==> config.mk <==
export PLATFORM = sky130hd
export DESIGN_NAME = bitstream_loader
export DESIGN_NICKNAME = d
export VERILOG_FILES = /design/src/rtl/bitstream_loader_pkg.sv /design/src/rtl/bitstream_loader_dp.sv /design/src/rtl/bitstream_loader_ctrl.sv /design/src/rtl/bitstream_loader.sv
export SDC_FILE = /design/constraint.sdc
export NUM_CORES = 1
export LEC_CHECK = 0
export BUFFER_PORTS_ARGS = -buffer_cell sky130_fd_sc_hd__buf_2
export CORE_MARGIN = 2
export CORE_UTILIZATION = 47
export CTS_CLUSTER_SIZE = 20
export DETAILED_ROUTE_END_ITERATION = 12
export GPL_ROUTABILITY_DRIVEN = 0
export PLACE_DENSITY = 0.77
export SLEW_MARGIN = 20
export SYNTH_ARGS = -nofsm -noshare
export SYNTH_HDL_FRONTEND = slang
export SYNTH_HIERARCHICAL = 1
export SYNTH_SLANG_ARGS = --single-unit
==> constraint.sdc <==
create_clock -name clk -period 3.1 [get_ports clk]
set_clock_uncertainty 0.05 [all_clocks]
set_input_delay 0.465 -clock clk [delete_from_list [all_inputs] [get_ports clk]]
set_output_delay 0.465 -clock clk [all_outputs]
set_load 0.005 [all_outputs]
==> src/rtl/bitstream_loader_pkg.sv <==
package bitstream_loader_pkg;

  localparam logic [31:0] CW_IDLE   = 32'h8000_767E;
  localparam logic [31:0] CW_BUSRST = 32'hC000_767E;
  localparam logic [31:0] CW_RELOAD = 32'hA000_767E;
  localparam logic [31:0] CW_PROG   = 32'h8001_767E;

  localparam int MEM_PRESENT_BIT = 28;
  localparam int INIT_BIT        = 1;

  localparam logic [7:0] MARK_FIRST  = 8'hFF;
  localparam logic [7:0] MARK_SECOND = 8'h20;

  typedef enum logic [4:0] {
    S_IDLE, S_RST_HI, S_RST_LO, S_RLD_LO1, S_RLD_HI, S_RLD_LO2,
    S_PRG_HI, S_PRG_LO, S_POLL, S_POLL_WAIT, S_HUNT, S_GET_HI,
    S_GET_LO, S_GAP, S_WRITE, S_CHECK, S_FAIL
  } ldState_t;

  typedef enum logic [1:0] { T_PULSE, T_POLL, T_GAP } tmrSel_t;

  typedef struct packed {
    logic    tmrLoad;
    tmrSel_t tmrSel;
    logic    attemptInit;
    logic    takeByte;
    logic    markWord;
    logic    latchHi;
    logic    latchLo;
    logic    padLo;
    logic    pollClr;
    logic    pollInc;
    logic    retryClr;
    logic    retryInc;
  } dpCtl_t;

endpackage

==> src/rtl/bitstream_loader_dp.sv <==
module bitstream_loader_dp
  import bitstream_loader_pkg::*;
#(
  parameter int PULSE_WAIT = 1000000,
  parameter int POLL_GAP   = 10000,
  parameter int WORD_GAP   = 1000,
  parameter int POLL_MAX   = 50,
  parameter int RETRY_MAX  = 3,
  parameter int LEN_W      = 16
) (
  input  logic             clk,
  input  logic             rstN,
  input  dpCtl_t           ctl,
  input  logic [LEN_W-1:0] streamLen,
  input  logic [7:0]       byteData,
  output logic             timerDone,
  output logic             streamEmpty,
  output logic             lastPoll,
  output logic             lastRetry,
  output logic             markerSeen,
  output logic [15:0]      wordOut
);

  localparam int MAX_A   = (PULSE_WAIT > POLL_GAP) ? PULSE_WAIT : POLL_GAP;
  localparam int TMR_MAX = (MAX_A > WORD_GAP) ? MAX_A : WORD_GAP;
  localparam int TMR_W   = $clog2(TMR_MAX + 1);
  localparam int PCW     = (POLL_MAX > 1) ? $clog2(POLL_MAX) : 1;
  localparam int RCW     = (RETRY_MAX > 1) ? $clog2(RETRY_MAX) : 1;

  logic [TMR_W-1:0] tmr, ldVal;
  logic [LEN_W-1:0] left;
  logic [PCW-1:0]   pollCnt;
  logic [RCW-1:0]   retryCnt;
  logic             prevFF;

  always_comb begin
    unique case (ctl.tmrSel)
      T_PULSE: ldVal = TMR_W'(PULSE_WAIT - 1);
      T_POLL:  ldVal = TMR_W'(POLL_GAP - 1);
      default: ldVal = TMR_W'(WORD_GAP - 1);
    endcase
  end

  always_ff @(posedge clk or negedge rstN) begin
    if (!rstN)              tmr <= '0;
    else if (ctl.tmrLoad)   tmr <= ldVal;
    else if (tmr != '0)     tmr <= tmr - 1'b1;
  end

  always_ff @(posedge clk or negedge rstN) begin
    if (!rstN) begin
      left   <= '0;
      prevFF <= 1'b0;
    end else if (ctl.attemptInit) begin
      left   <= streamLen;
      prevFF <= 1'b0;
    end else if (ctl.takeByte) begin
      left   <= left - 1'b1;
      prevFF <= (byteData == MARK_FIRST);
    end
  end

  always_ff @(posedge clk or negedge rstN) begin
    if (!rstN)             wordOut <= '0;
    else if (ctl.markWord) wordOut <= {MARK_FIRST, MARK_SECOND};
    else if (ctl.latchHi)  wordOut[15:8] <= byteData;
    else if (ctl.latchLo)  wordOut[7:0]  <= byteData;
    else if (ctl.padLo)    wordOut[7:0]  <= 8'h00;
  end

  always_ff @(posedge clk or negedge rstN) begin
    if (!rstN)             pollCnt <= '0;
    else if (ctl.pollClr)  pollCnt <= '0;
    else if (ctl.pollInc)  pollCnt <= pollCnt + 1'b1;
  end

  always_ff @(posedge clk or negedge rstN) begin
    if (!rstN)              retryCnt <= '0;
    else if (ctl.retryClr)  retryCnt <= '0;
    else if (ctl.retryInc)  retryCnt <= retryCnt + 1'b1;
  end

  assign timerDone   = (tmr == '0);
  assign streamEmpty = (left == '0);
  assign lastPoll    = (pollCnt == PCW'(POLL_MAX - 1));
  assign lastRetry   = (retryCnt == RCW'(RETRY_MAX - 1));
  assign markerSeen  = prevFF && (byteData == MARK_SECOND);

endmodule

==> src/rtl/bitstream_loader_ctrl.sv <==
module bitstream_loader_ctrl
  import bitstream_loader_pkg::*;
(
  input  logic        clk,
  input  logic        rstN,
  input  logic        start,
  input  logic        memPresent,
  input  logic        initLvl,
  input  logic        byteValid,
  input  logic        timerDone,
  input  logic        streamEmpty,
  input  logic        lastPoll,
  input  logic        lastRetry,
  input  logic        markerSeen,
  output dpCtl_t      ctl,
  output logic [31:0] ctlWord,
  output logic        byteReady,
  output logic        tgtWrEn,
  output logic        busy,
  output logic        donePulse,
  output logic        errPulse
);

  ldState_t state, nxt;
  logic     finalPh, finalN, doneN, errN;

  always_comb begin
    nxt    = state;
    ctl    = '0;
    finalN = finalPh;
    doneN  = 1'b0;
    errN   = 1'b0;
    unique case (state)
      S_IDLE: if (start) begin
        if (memPresent) begin
          nxt = S_RST_HI; finalN = 1'b0;
          ctl.attemptInit = 1'b1; ctl.retryClr = 1'b1;
          ctl.tmrLoad = 1'b1; ctl.tmrSel = T_PULSE;
        end else errN = 1'b1;
      end
      S_RST_HI:  if (timerDone) begin nxt = S_RST_LO;  ctl.tmrLoad = 1'b1; end
      S_RST_LO:  if (timerDone) begin nxt = S_RLD_LO1; ctl.tmrLoad = 1'b1; end
      S_RLD_LO1: if (timerDone) begin nxt = S_RLD_HI;  ctl.tmrLoad = 1'b1; end
      S_RLD_HI:  if (timerDone) begin nxt = S_RLD_LO2; ctl.tmrLoad = 1'b1; end
      S_RLD_LO2: if (timerDone) begin
        if (finalPh) begin nxt = S_IDLE; doneN = 1'b1; end
        else begin nxt = S_PRG_HI; ctl.tmrLoad = 1'b1; end
      end
      S_PRG_HI:  if (timerDone) begin nxt = S_PRG_LO; ctl.tmrLoad = 1'b1; end
      S_PRG_LO:  if (timerDone) begin nxt = S_POLL; ctl.pollClr = 1'b1; end
      S_POLL: begin
        if (initLvl)       nxt = S_HUNT;
        else if (lastPoll) nxt = S_FAIL;
        else begin
          nxt = S_POLL_WAIT; ctl.pollInc = 1'b1;
          ctl.tmrLoad = 1'b1; ctl.tmrSel = T_POLL;
        end
      end
      S_POLL_WAIT: if (timerDone) nxt = S_POLL;
      S_HUNT: begin
        if (streamEmpty) begin
          nxt = S_RST_HI; finalN = 1'b1; ctl.tmrLoad = 1'b1;
        end else if (byteValid) begin
          ctl.takeByte = 1'b1;
          if (markerSeen) begin
            ctl.markWord = 1'b1; nxt = S_GAP;
            ctl.tmrLoad = 1'b1; ctl.tmrSel = T_GAP;
          end
        end
      end
      S_GET_HI: begin
        if (streamEmpty) begin
          nxt = S_RST_HI; finalN = 1'b1; ctl.tmrLoad = 1'b1;
        end else if (byteValid) begin
          ctl.takeByte = 1'b1; ctl.latchHi = 1'b1; nxt = S_GET_LO;
        end
      end
      S_GET_LO: begin
        if (streamEmpty) begin
          ctl.padLo = 1'b1; nxt = S_GAP;
          ctl.tmrLoad = 1'b1; ctl.tmrSel = T_GAP;
        end else if (byteValid) begin
          ctl.takeByte = 1'b1; ctl.latchLo = 1'b1; nxt = S_GAP;
          ctl.tmrLoad = 1'b1; ctl.tmrSel = T_GAP;
        end
      end
      S_GAP:   if (timerDone) nxt = S_WRITE;
      S_WRITE: nxt = S_CHECK;
      S_CHECK: nxt = initLvl ? S_GET_HI : S_FAIL;
      S_FAIL: begin
        if (lastRetry) begin nxt = S_IDLE; errN = 1'b1; end
        else begin
          nxt = S_RST_HI; ctl.retryInc = 1'b1; ctl.attemptInit = 1'b1;
          ctl.tmrLoad = 1'b1; ctl.tmrSel = T_PULSE;
        end
      end
      default: nxt = S_IDLE;
    endcase
  end

  always_ff @(posedge clk or negedge rstN) begin
    if (!rstN) begin
      state     <= S_IDLE;
      finalPh   <= 1'b0;
      donePulse <= 1'b0;
      errPulse  <= 1'b0;
    end else begin
      state     <= nxt;
      finalPh   <= finalN;
      donePulse <= doneN;
      errPulse  <= errN;
    end
  end

  always_comb begin
    unique case (state)
      S_RST_HI: ctlWord = CW_BUSRST;
      S_RLD_HI: ctlWord = CW_RELOAD;
      S_PRG_HI: ctlWord = CW_PROG;
      default:  ctlWord = CW_IDLE;
    endcase
  end

  assign busy      = (state != S_IDLE);
  assign tgtWrEn   = (state == S_WRITE);
  assign byteReady = ((state == S_HUNT) || (state == S_GET_HI) ||
                      (state == S_GET_LO)) && !streamEmpty;

endmodule

==> src/rtl/bitstream_loader.sv <==
module bitstream_loader
  import bitstream_loader_pkg::*;
#(
  parameter int PULSE_WAIT = 1000000,
  parameter int POLL_GAP   = 10000,
  parameter int WORD_GAP   = 1000,
  parameter int POLL_MAX   = 50,
  parameter int RETRY_MAX  = 3,
  parameter int LEN_W      = 16
) (
  input  logic             clk,
  input  logic             rstN,
  input  logic             start,
  input  logic [LEN_W-1:0] streamLen,
  output logic [31:0]      ctlWord,
  input  logic [31:0]      ctlStatus,
  input  logic             byteValid,
  input  logic [7:0]       byteData,
  output logic             byteReady,
  output logic             rewind,
  output logic             tgtWrEn,
  output logic [15:0]      tgtWrData,
  input  logic [15:0]      tgtStatus,
  output logic             busy,
  output logic             donePulse,
  output logic             errPulse
);

  dpCtl_t ctl;
  logic   timerDone, streamEmpty, lastPoll, lastRetry, markerSeen;
  logic   unusedStatusBits;

  assign unusedStatusBits = ^{ctlStatus[31:29], ctlStatus[27:0],
                              tgtStatus[15:2], tgtStatus[0]};

  bitstream_loader_ctrl u_ctrl (
    .clk        (clk),
    .rstN       (rstN),
    .start      (start),
    .memPresent (ctlStatus[MEM_PRESENT_BIT]),
    .initLvl    (tgtStatus[INIT_BIT]),
    .byteValid  (byteValid),
    .timerDone  (timerDone),
    .streamEmpty(streamEmpty),
    .lastPoll   (lastPoll),
    .lastRetry  (lastRetry),
    .markerSeen (markerSeen),
    .ctl        (ctl),
    .ctlWord    (ctlWord),
    .byteReady  (byteReady),
    .tgtWrEn    (tgtWrEn),
    .busy       (busy),
    .donePulse  (donePulse),
    .errPulse   (errPulse)
  );

  bitstream_loader_dp #(
    .PULSE_WAIT(PULSE_WAIT), .POLL_GAP(POLL_GAP), .WORD_GAP(WORD_GAP),
    .POLL_MAX(POLL_MAX), .RETRY_MAX(RETRY_MAX), .LEN_W(LEN_W)
  ) u_dp (
    .clk        (clk),
    .rstN       (rstN),
    .ctl        (ctl),
    .streamLen  (streamLen),
    .byteData   (byteData),
    .timerDone  (timerDone),
    .streamEmpty(streamEmpty),
    .lastPoll   (lastPoll),
    .lastRetry  (lastRetry),
    .markerSeen (markerSeen),
    .wordOut    (tgtWrData)
  );

  assign rewind = ctl.attemptInit;

endmodule

==> load_flow_metrics.sql, run 1 <==
INSERT INTO impl_metrics (metric_group, metric, value, unit) VALUES
('flow_run', 'cap_violations', '0', ''),
('yosys', 'post_synth_inst_count', '459', ''),
('grt', 'grt_pass1_vias', '3358', ''),
('detailed_routing', 'drt_pass_1_iters', '5', ''),
('final_layout', 'fin_nets', '617', ''),
('yosys', 'synth-warning-count', '6', ''),
('detailed_routing', 'via_count', '3552', ''),
('setup_path', 'cp_max_fo', '7', ''),
('status', 'outcome', 'finished, final reports clean', ''),
('setup_path', 'worstSetupEndpointType', 'flip-flop', ''),
('grt', 'global_route.overflow_total', '0', ''),
('timing', 'setup_violations', '0', ''),
('detailed_routing', 'route.detailed.drc', '0', ''),
('timing', 'slew_headroom', '36.8', '%'),
('timing', 'finalCritPeriodShare', '94.8', '%'),
('yosys', 'post-synth-top-area-cell', 'sky130_fd_sc_hd__dfrtp_1', ''),
('setup_path', 'setup.worst_path.class', 'flip-flop to flip-flop', ''),
('timing', 'tightestPinTransition', '0.948', 'ns'),
('die', 'initial_util', '48.6', '%'),
('final_layout', 'post_route_standard_cell_area_excluding_fillers', '4940', 'sq um'),
('detailed_routing', 'final_wl', '9.80', 'mm'),
('timing', 'finalWorstPathRequiredPeriod', '2.94', 'ns'),
('yosys', 'synth_cell_types', '67', ''),
('timing', 'slew_violations', '0', ''),
('final_layout', 'post_layout_util', '56.7', '%'),
('final_layout', 'mostFrequentLayoutCell', 'sky130_fd_sc_hd__dfrtp_1', ''),
('yosys', 'synth.top_cell.area_share', '40.8', '%'),
('yosys', 'synth.yosys.seq_area_share', '40.8', '%'),
('clocking', 'cts_buffers', '9', ''),
('min_path', 'hold_path.class', 'input pin to async pin', ''),
('die', 'fp-row-count', '34', ''),
('yosys', 'synth-edff-count', '0', ''),
('grt', 'largest_net_degree_at_the_start_of_global_routing', '42', ''),
('grt', 'wire_length_of_the_first_global_routing_pass', '16.0', 'mm'),
('detailed_routing', 'drt_iter0_drc', '450', ''),
('grt', 'gr-usage-met2', '34.1', '%'),
('final_layout', 'n_antenna_cell', '0', ''),
('timing', 'finalHoldViolCount', '0', ''),
('placement', 'preCtsSetupSlack', '-0.00992', 'ns'),
('final_layout', 'areaGrowthSynthToFinish', '16.8', '%'),
('setup_path', 'critPathLaunchType', 'flip-flop', ''),
('die', 'floorplan.die_area', '9780', 'sq um'),
('clocking', 'cts_htree_levels', '3', ''),
('grt', 'groute.layer.met1.usage', '26.3', '%'),
('placement', 'dpl_cell_area', '4610', 'sq um'),
('detailed_routing', 'route.detailed.wl_per_inst', '15.1', 'um'),
('pwr', 'vdd.ir_drop.worst', '495', 'uV'),
('setup_path', 'timing.critical_path.arrival', '3.11', 'ns'),
('yosys', 'synth-seq-cells', '69', ''),
('pwr', 'p_leak', '0.00234', 'uW'),
('die', 'fp.dieH', '98.9', 'um'),
('setup_path', 'crit_required', '3.27', 'ns'),
('grt', 'grt_most_used_layer', 'met2', ''),
('die', 'core_region_area', '8720', 'sq um'),
('grt', 'grt_antenna_before_repair', '0', ''),
('grt', 'grtUsageTotal', '20.2', '%'),
('placement', 'place_hpwl', '6.85', 'mm'),
('clocking', 'insertion_delay', '0.35', 'ns'),
('final_layout', 'most-common-layout-cells', 'sky130_fd_sc_hd__dfrtp_1, sky130_fd_sc_hd__buf_2, sky130_fd_sc_hd__nor2_1', ''),
('yosys', 'syn_area', '4230', 'sq um'),
('clocking', 'clock_root_buffer', 'sky130_fd_sc_hd__clkbuf_8', ''),
('yosys', 'syn_avg_cell_area', '9.22', 'sq um'),
('setup_path', 'worst-r2r-cell-count', '14', ''),
('clocking', 'numClockSinks', '69', ''),
('timing', 'setup_ws', '0.160', 'ns'),
('clocking', 'clockBufferDepth', '2', ''),
('yosys', 'synthFlopType', 'sky130_fd_sc_hd__dfrtp_1', ''),
('clocking', 'cts_tree', 'yes', ''),
('yosys', 'synthTopCellsByArea', 'sky130_fd_sc_hd__dfrtp_1, sky130_fd_sc_hd__buf_4, sky130_fd_sc_hd__nor2_1, sky130_fd_sc_hd__xnor2_1, sky130_fd_sc_hd__xor2_1', ''),
('detailed_routing', 'vias_per_cell', '5.49', ''),
('die', 'io_pins', '130', ''),
('final_layout', 'post_route_cells_drive_above_1_share', '25.6', '%'),
('placement', 'buffer_ports.inserted', '54', ''),
('clocking', 'clkTransAtPathRegs', '0.08', 'ns'),
('yosys', 'synth_async_sr_flop_share', '100', '%'),
('pwr', 'power.density_cell_area', '841', 'nW/um^2'),
('timing', 'max_clock_freq', '340', 'MHz'),
('grt', 'globalRouteMet3Util', '4.18', '%'),
('detailed_routing', 'detail-route-antenna-nets', '0', ''),
('die', 'die_w', '98.9', 'um');
-- flip-flops by register name, indices dropped and copies added, names as in the netlist --
| name | cells |
|---|---|
| u_dp/tmr | 20 |
| u_dp/left | 16 |
| u_dp/wordOut | 16 |
| u_dp/pollCnt | 6 |
| u_ctrl/state | 5 |
| u_dp/retryCnt | 2 |
| u_ctrl/donePulse | 1 |
| u_ctrl/errPulse | 1 |
| u_ctrl/finalPh | 1 |
| u_dp/prevFF | 1 |
-- cell type report --
| type | count | area [sq um] |
|---|---|---|
| clock buffer | 11 | 141 |
| sequential | 69 | 1730 |
| multi-input combinational | 349 | 2240 |
| clock inverter | 5 | 106 |
| fill | 754 | 3780 |
| tap | 108 | 135 |
| inverter | 15 | 56.3 |
| timing repair buffer | 90 | 541 |
-- per-layer routing --
metal  routed length [um]  vias up
met5                    0        -
met4                  177        0
met3                  613       24
met2                 4910      154
met1                 4090     1683
li1                     -     1691
-- what timing repair did --
item / in CTS / in global routing
gates resized for setup: 4 / 5
hold buffers: 0 / 0
setup endpoints to repair: 6 / 25
buffers inserted: 0 / 8
pin swaps: 0 / 2
-- cell families after synthesis --
family | share of synthesized area, %
AND/OR/NAND/NOR | 24.3
AO/OA/AOI/OAI | 13.7
flip-flops | 40.8
buffers and inverters | 9.81
XOR/XNOR | 6.83
multiplexers | 2.39
adder cells (fa/ha/maj) | 2.07
other | 0.177
-- Yosys cell counts, types with 13 or more instances --
master / n
sky130_fd_sc_hd__dfrtp_1: 69
sky130_fd_sc_hd__nor2_1: 47
sky130_fd_sc_hd__buf_4: 33
sky130_fd_sc_hd__nand2_1: 31
sky130_fd_sc_hd__o21ai_0: 26
sky130_fd_sc_hd__xnor2_1: 18
sky130_fd_sc_hd__a21oi_1: 15
sky130_fd_sc_hd__inv_1: 15
sky130_fd_sc_hd__xor2_1: 15
sky130_fd_sc_hd__nor2b_1: 14
sky130_fd_sc_hd__nor3_1: 13
-- worst paths after layout --
path,start,endpoint,slack (ns)
setup reg to reg,u_dp/left[0]$_DFFE_PN0P_,u_dp/left[15]$_DFFE_PN0P_,0.16
hold reg to reg,u_dp/wordOut[5]$_DFFE_PN0P_,u_dp/wordOut[5]$_DFFE_PN0P_,0.48
min in group clk,streamLen[11],u_dp/left[11]$_DFFE_PN0P_,0.27
setup / recovery,u_dp/left[0]$_DFFE_PN0P_,u_dp/left[15]$_DFFE_PN0P_,0.16
hold / removal,rstN,u_dp/tmr[4]$_DFFE_PN0P_,0.21
max in group asynchronous,rstN,u_dp/wordOut[0]$_DFFE_PN0P_,1.97
-- stage by stage --
stage	setup TNS, ns	total power, uW	instances	hold slack [ns]
2_1_floorplan	0	2720	486	0.119
4_1_cts	0	4110	639	0.235
5_1_grt	-0.00251	4450	647	0.267
6_report	0	4160	647	0.205
3_3_place_gp	-0.00222	3090	623	0.448
3_5_place_dp	-0.0127	3180	623	0.465
-- where the power goes --
group | total (uW) | switching [uW] | internal (uW) | leakage (uW)
logic | 1700 | 903 | 793 | 0.00135
registers | 1550 | 301 | 1250 | 0.000874
clock network | 908 | 349 | 560 | 0.000120
-- worst max-delay path, cell delays in order, from the launching register on --
cell and delay, ns:
sky130_fd_sc_hd__dfrtp_1 0.39, sky130_fd_sc_hd__inv_1 0.08, sky130_fd_sc_hd__ha_1 0.20, sky130_fd_sc_hd__nand3_1 0.09, sky130_fd_sc_hd__nor4_2 0.04, sky130_fd_sc_hd__buf_4 0.16, sky130_fd_sc_hd__inv_2 0.09, sky130_fd_sc_hd__nand2_1 0.11
sky130_fd_sc_hd__nor2_4 0.19, sky130_fd_sc_hd__or3b_1 0.42, sky130_fd_sc_hd__or3b_1 0.42, sky130_fd_sc_hd__buf_4 0.17, sky130_fd_sc_hd__nor4_2 0.17, sky130_fd_sc_hd__xnor2_1 0.16, sky130_fd_sc_hd__o21ai_1 0.08
No activity file was read; power rests on OpenSTA's default activity.
==> inputs of run 2 (changes only) <==
REMOVE_ABC_BUFFERS = 1   (was unset)
==> run 2 against run 1 <==
Against the previous run:
- setup slack lost 0.044 ns
- critical endpoint is now u_dp/tmr[8]$_DFFE_PN0P_
- hold slack got worse by 0.11 ns
- global-route usage is 1.3 points lower
- sequential power hardly changed
- critical path depth down 2
- critical path type unchanged
- via count is 2.2% lower
==> load_flow_metrics.sql, run 2 (synthesis results as in run 1) <==
INSERT INTO impl_metrics (metric_group, metric, value, unit) VALUES
('final_layout', 'fin_nets', '609', ''),
('final_layout', 'post_route_cells_drive_above_1_share', '24.5', '%'),
('pwr', 'power.density_cell_area', '822', 'nW/um^2'),
('detailed_routing', 'drt_iter0_drc', '144', ''),
('timing', 'worst_hold_slack', '0.0989', 'ns'),
('die', 'floorplan.die_area', '9780', 'sq um'),
('placement', 'dpl_cell_area', '4610', 'sq um'),
('clocking', 'numClockSinks', '69', ''),
('detailed_routing', 'route.detailed.drc', '0', ''),
('detailed_routing', 'detail-route-antenna-nets', '0', ''),
('clocking', 'cts_tree', 'yes', ''),
('setup_path', 'rrSetupSlack', '0.12', 'ns'),
('clocking', 'insertion_delay', '0.35', 'ns'),
('setup_path', 'startpoint', 'u_dp/left[10]$_DFFE_PN0P_', ''),
('setup_path', 'setup.worst_path.class', 'flip-flop to flip-flop', ''),
('setup_path', 'worstSetupEndpointType', 'flip-flop', ''),
('grt', 'wire_length_of_the_first_global_routing_pass', '15.1', 'mm'),
('pwr', 'vdd.ir_drop.worst', '508', 'uV'),
('setup_path', 'crit_required', '3.29', 'ns'),
('placement', 'buffer_ports.inserted', '54', ''),
('setup_path', 'critPathLaunchType', 'flip-flop', ''),
('status', 'outcome', 'finished, final reports clean', ''),
('placement', 'place_hpwl', '6.57', 'mm'),
('timing', 'finalCritPeriodShare', '96.3', '%'),
('timing', 'finalHoldViolCount', '0', ''),
('detailed_routing', 'via_count', '3475', ''),
('clocking', 'cts_buffers', '9', ''),
('die', 'core_region_area', '8720', 'sq um'),
('clocking', 'clkTransAtPathRegs', '0.08', 'ns'),
('final_layout', 'post_layout_util', '56.1', '%'),
('detailed_routing', 'route.detailed.wl_per_inst', '14.0', 'um'),
('setup_path', 'path_buf_inv', '4', ''),
('flow_run', 'cap_violations', '0', ''),
('timing', 'tightestPinTransition', '0.694', 'ns'),
('die', 'fp-row-count', '34', ''),
('final_layout', 'top_register', 'u_dp/tmr', ''),
('detailed_routing', 'final_wl', '8.97', 'mm'),
('setup_path', 'regToRegStartpoint', 'u_dp/left[10]$_DFFE_PN0P_', ''),
('min_path', 'hold_path.class', 'input pin to async pin', ''),
('final_layout', 'largestRegisters', 'u_dp/tmr (20), u_dp/left (16), u_dp/wordOut (16)', ''),
('setup_path', 'timing.critical_path.arrival', '3.17', 'ns'),
('timing', 'sum_of_negative_setup_slack', '0', 'ns'),
('clocking', 'hold_buffers', '0', ''),
('timing', 'setup_violations', '0', ''),
('setup_path', 'crit_path_end', 'u_dp/tmr[8]$_DFFE_PN0P_', ''),
('die', 'die_w', '98.9', 'um'),
('final_layout', 'areaGrowthSynthToFinish', '15.5', '%'),
('final_layout', 'n_antenna_cell', '0', ''),
('setup_path', 'critical_path_cell_count', '12', ''),
('timing', 'finalWorstPathRequiredPeriod', '2.98', 'ns'),
('pwr', 'p_leak', '0.00229', 'uW'),
('final_layout', 'most-common-layout-cells', 'sky130_fd_sc_hd__dfrtp_1, sky130_fd_sc_hd__buf_2, sky130_fd_sc_hd__nor2_1', ''),
('final_layout', 'mostFrequentLayoutCell', 'sky130_fd_sc_hd__dfrtp_1', ''),
('setup_path', 'path_cells', 'or4_4 -> or3_4 -> nor4_4 -> buf_4 -> buf_4 -> nand2_1 -> a21oi_2 -> or4_4 -> inv_1 -> or3_4 -> inv_1 -> nor2_1', ''),
('grt', 'grtUsageTotal', '18.8', '%'),
('timing', 'slew_headroom', '53.7', '%'),
('setup_path', 'crit_path_top_delay_cell', 'sky130_fd_sc_hd__or4_4', ''),
('timing', 'max_clock_freq', '335', 'MHz'),
('setup_path', 'critPathMaxStageDelay', '0.56', 'ns'),
('setup_path', 'cp_max_fo', '6', ''),
('grt', 'largest_net_degree_at_the_start_of_global_routing', '41', ''),
('detailed_routing', 'vias_per_cell', '5.44', ''),
('setup_path', 'kind_of_cell_adding_the_most_delay_to_the_critical_path', 'simple AND/OR/NAND/NOR gates', ''),
('grt', 'grt_antenna_before_repair', '0', ''),
('clocking', 'clockBufferDepth', '2', ''),
('die', 'io_pins', '130', ''),
('final_layout', 'flip_flop_count_of_the_largest_register_all_copies_and_words_added', '20', ''),
('setup_path', 'regToRegEndpoint', 'u_dp/tmr[8]$_DFFE_PN0P_', ''),
('clocking', 'clock_root_buffer', 'sky130_fd_sc_hd__clkbuf_8', ''),
('setup_path', 'worst-r2r-cell-count', '12', ''),
('detailed_routing', 'drt_pass_1_iters', '4', ''),
('die', 'initial_util', '48.6', '%'),
('die', 'fp.dieH', '98.9', 'um'),
('clocking', 'cts_htree_levels', '3', ''),
('grt', 'global_route.overflow_total', '0', ''),
('grt', 'grt_pass1_vias', '3323', ''),
('final_layout', 'post_route_standard_cell_area_excluding_fillers', '4890', 'sq um'),
('timing', 'slew_violations', '0', '');
run 2: cell types whose count changed in the layout (fill, tap and decap cells not counted), sizes merged:
cell / before / now
buf: 90 / 82
bufinv: 3 / 2
clkinv: 0 / 1
clkinvlp: 1 / 2
inv: 16 / 15
run 2: worst min path at each step:
stage	end	depth (start not counted)
finish	u_dp/left[12]$_DFFE_PN0P_	1
global route	u_dp/left[13]$_DFFE_PN0P_	1
CTS	u_dp/left[12]$_DFFE_PN0P_	1
detailed placement	u_dp/wordOut[5]$_DFFE_PN0P_	1
global placement	u_dp/wordOut[5]$_DFFE_PN0P_	1
floorplan	u_ctrl/donePulse$_DFF_PN0_	0
run 2: timing repair:
action / in CTS / in global routing
pin swaps: 1 / 2
setup buffers: 0 / 1
gates resized for setup: 2 / 8
setup endpoints to repair: 8 / 14
hold endpoints to repair: 0 / 0
run 2: final cells by class:
type | instances | area [sq um]
well taps | 108 | 135
multi-input cells | 349 | 2250
repair buffers | 82 | 493
inverters | 15 | 56.3
clock inverters | 5 | 83.8
clock buffers | 11 | 141
fillers | 776 | 3830
flip-flops and latches | 69 | 1730
run 2: routing by layer:
layer | GRT usage [%] | vias to the layer above | share of wire [%]
li1 | - | 1683 | -
met1 | 25.2 | 1675 | 45
met2 | 30.0 | 102 | 49
met3 | 4.96 | 15 | 4.6
met4 | 6.01 | 0 | 1.9
met5 | 0 | - | 0
run 2: stage by stage:
| step | std cells | setup slack, ns | total power [uW] |
|---|---|---|---|
| 3_5_place_dp | 622 | -0.103 | 3160 |
| 4_1_cts | 638 | 0.0609 | 4000 |
| 5_1_grt | 639 | -0.00677 | 4320 |
| 3_3_place_gp | 622 | -0.127 | 3080 |
| 2_1_floorplan | 433 | -1.03 | 2600 |
| 6_report | 639 | 0.116 | 4020 |
run 2: power by group:
part / leakage, uW / switching (uW) / internal [uW]
logic: 0.00131 / 866 / 788
clock network: 0.000106 / 345 / 476
registers: 0.000874 / 296 / 1250
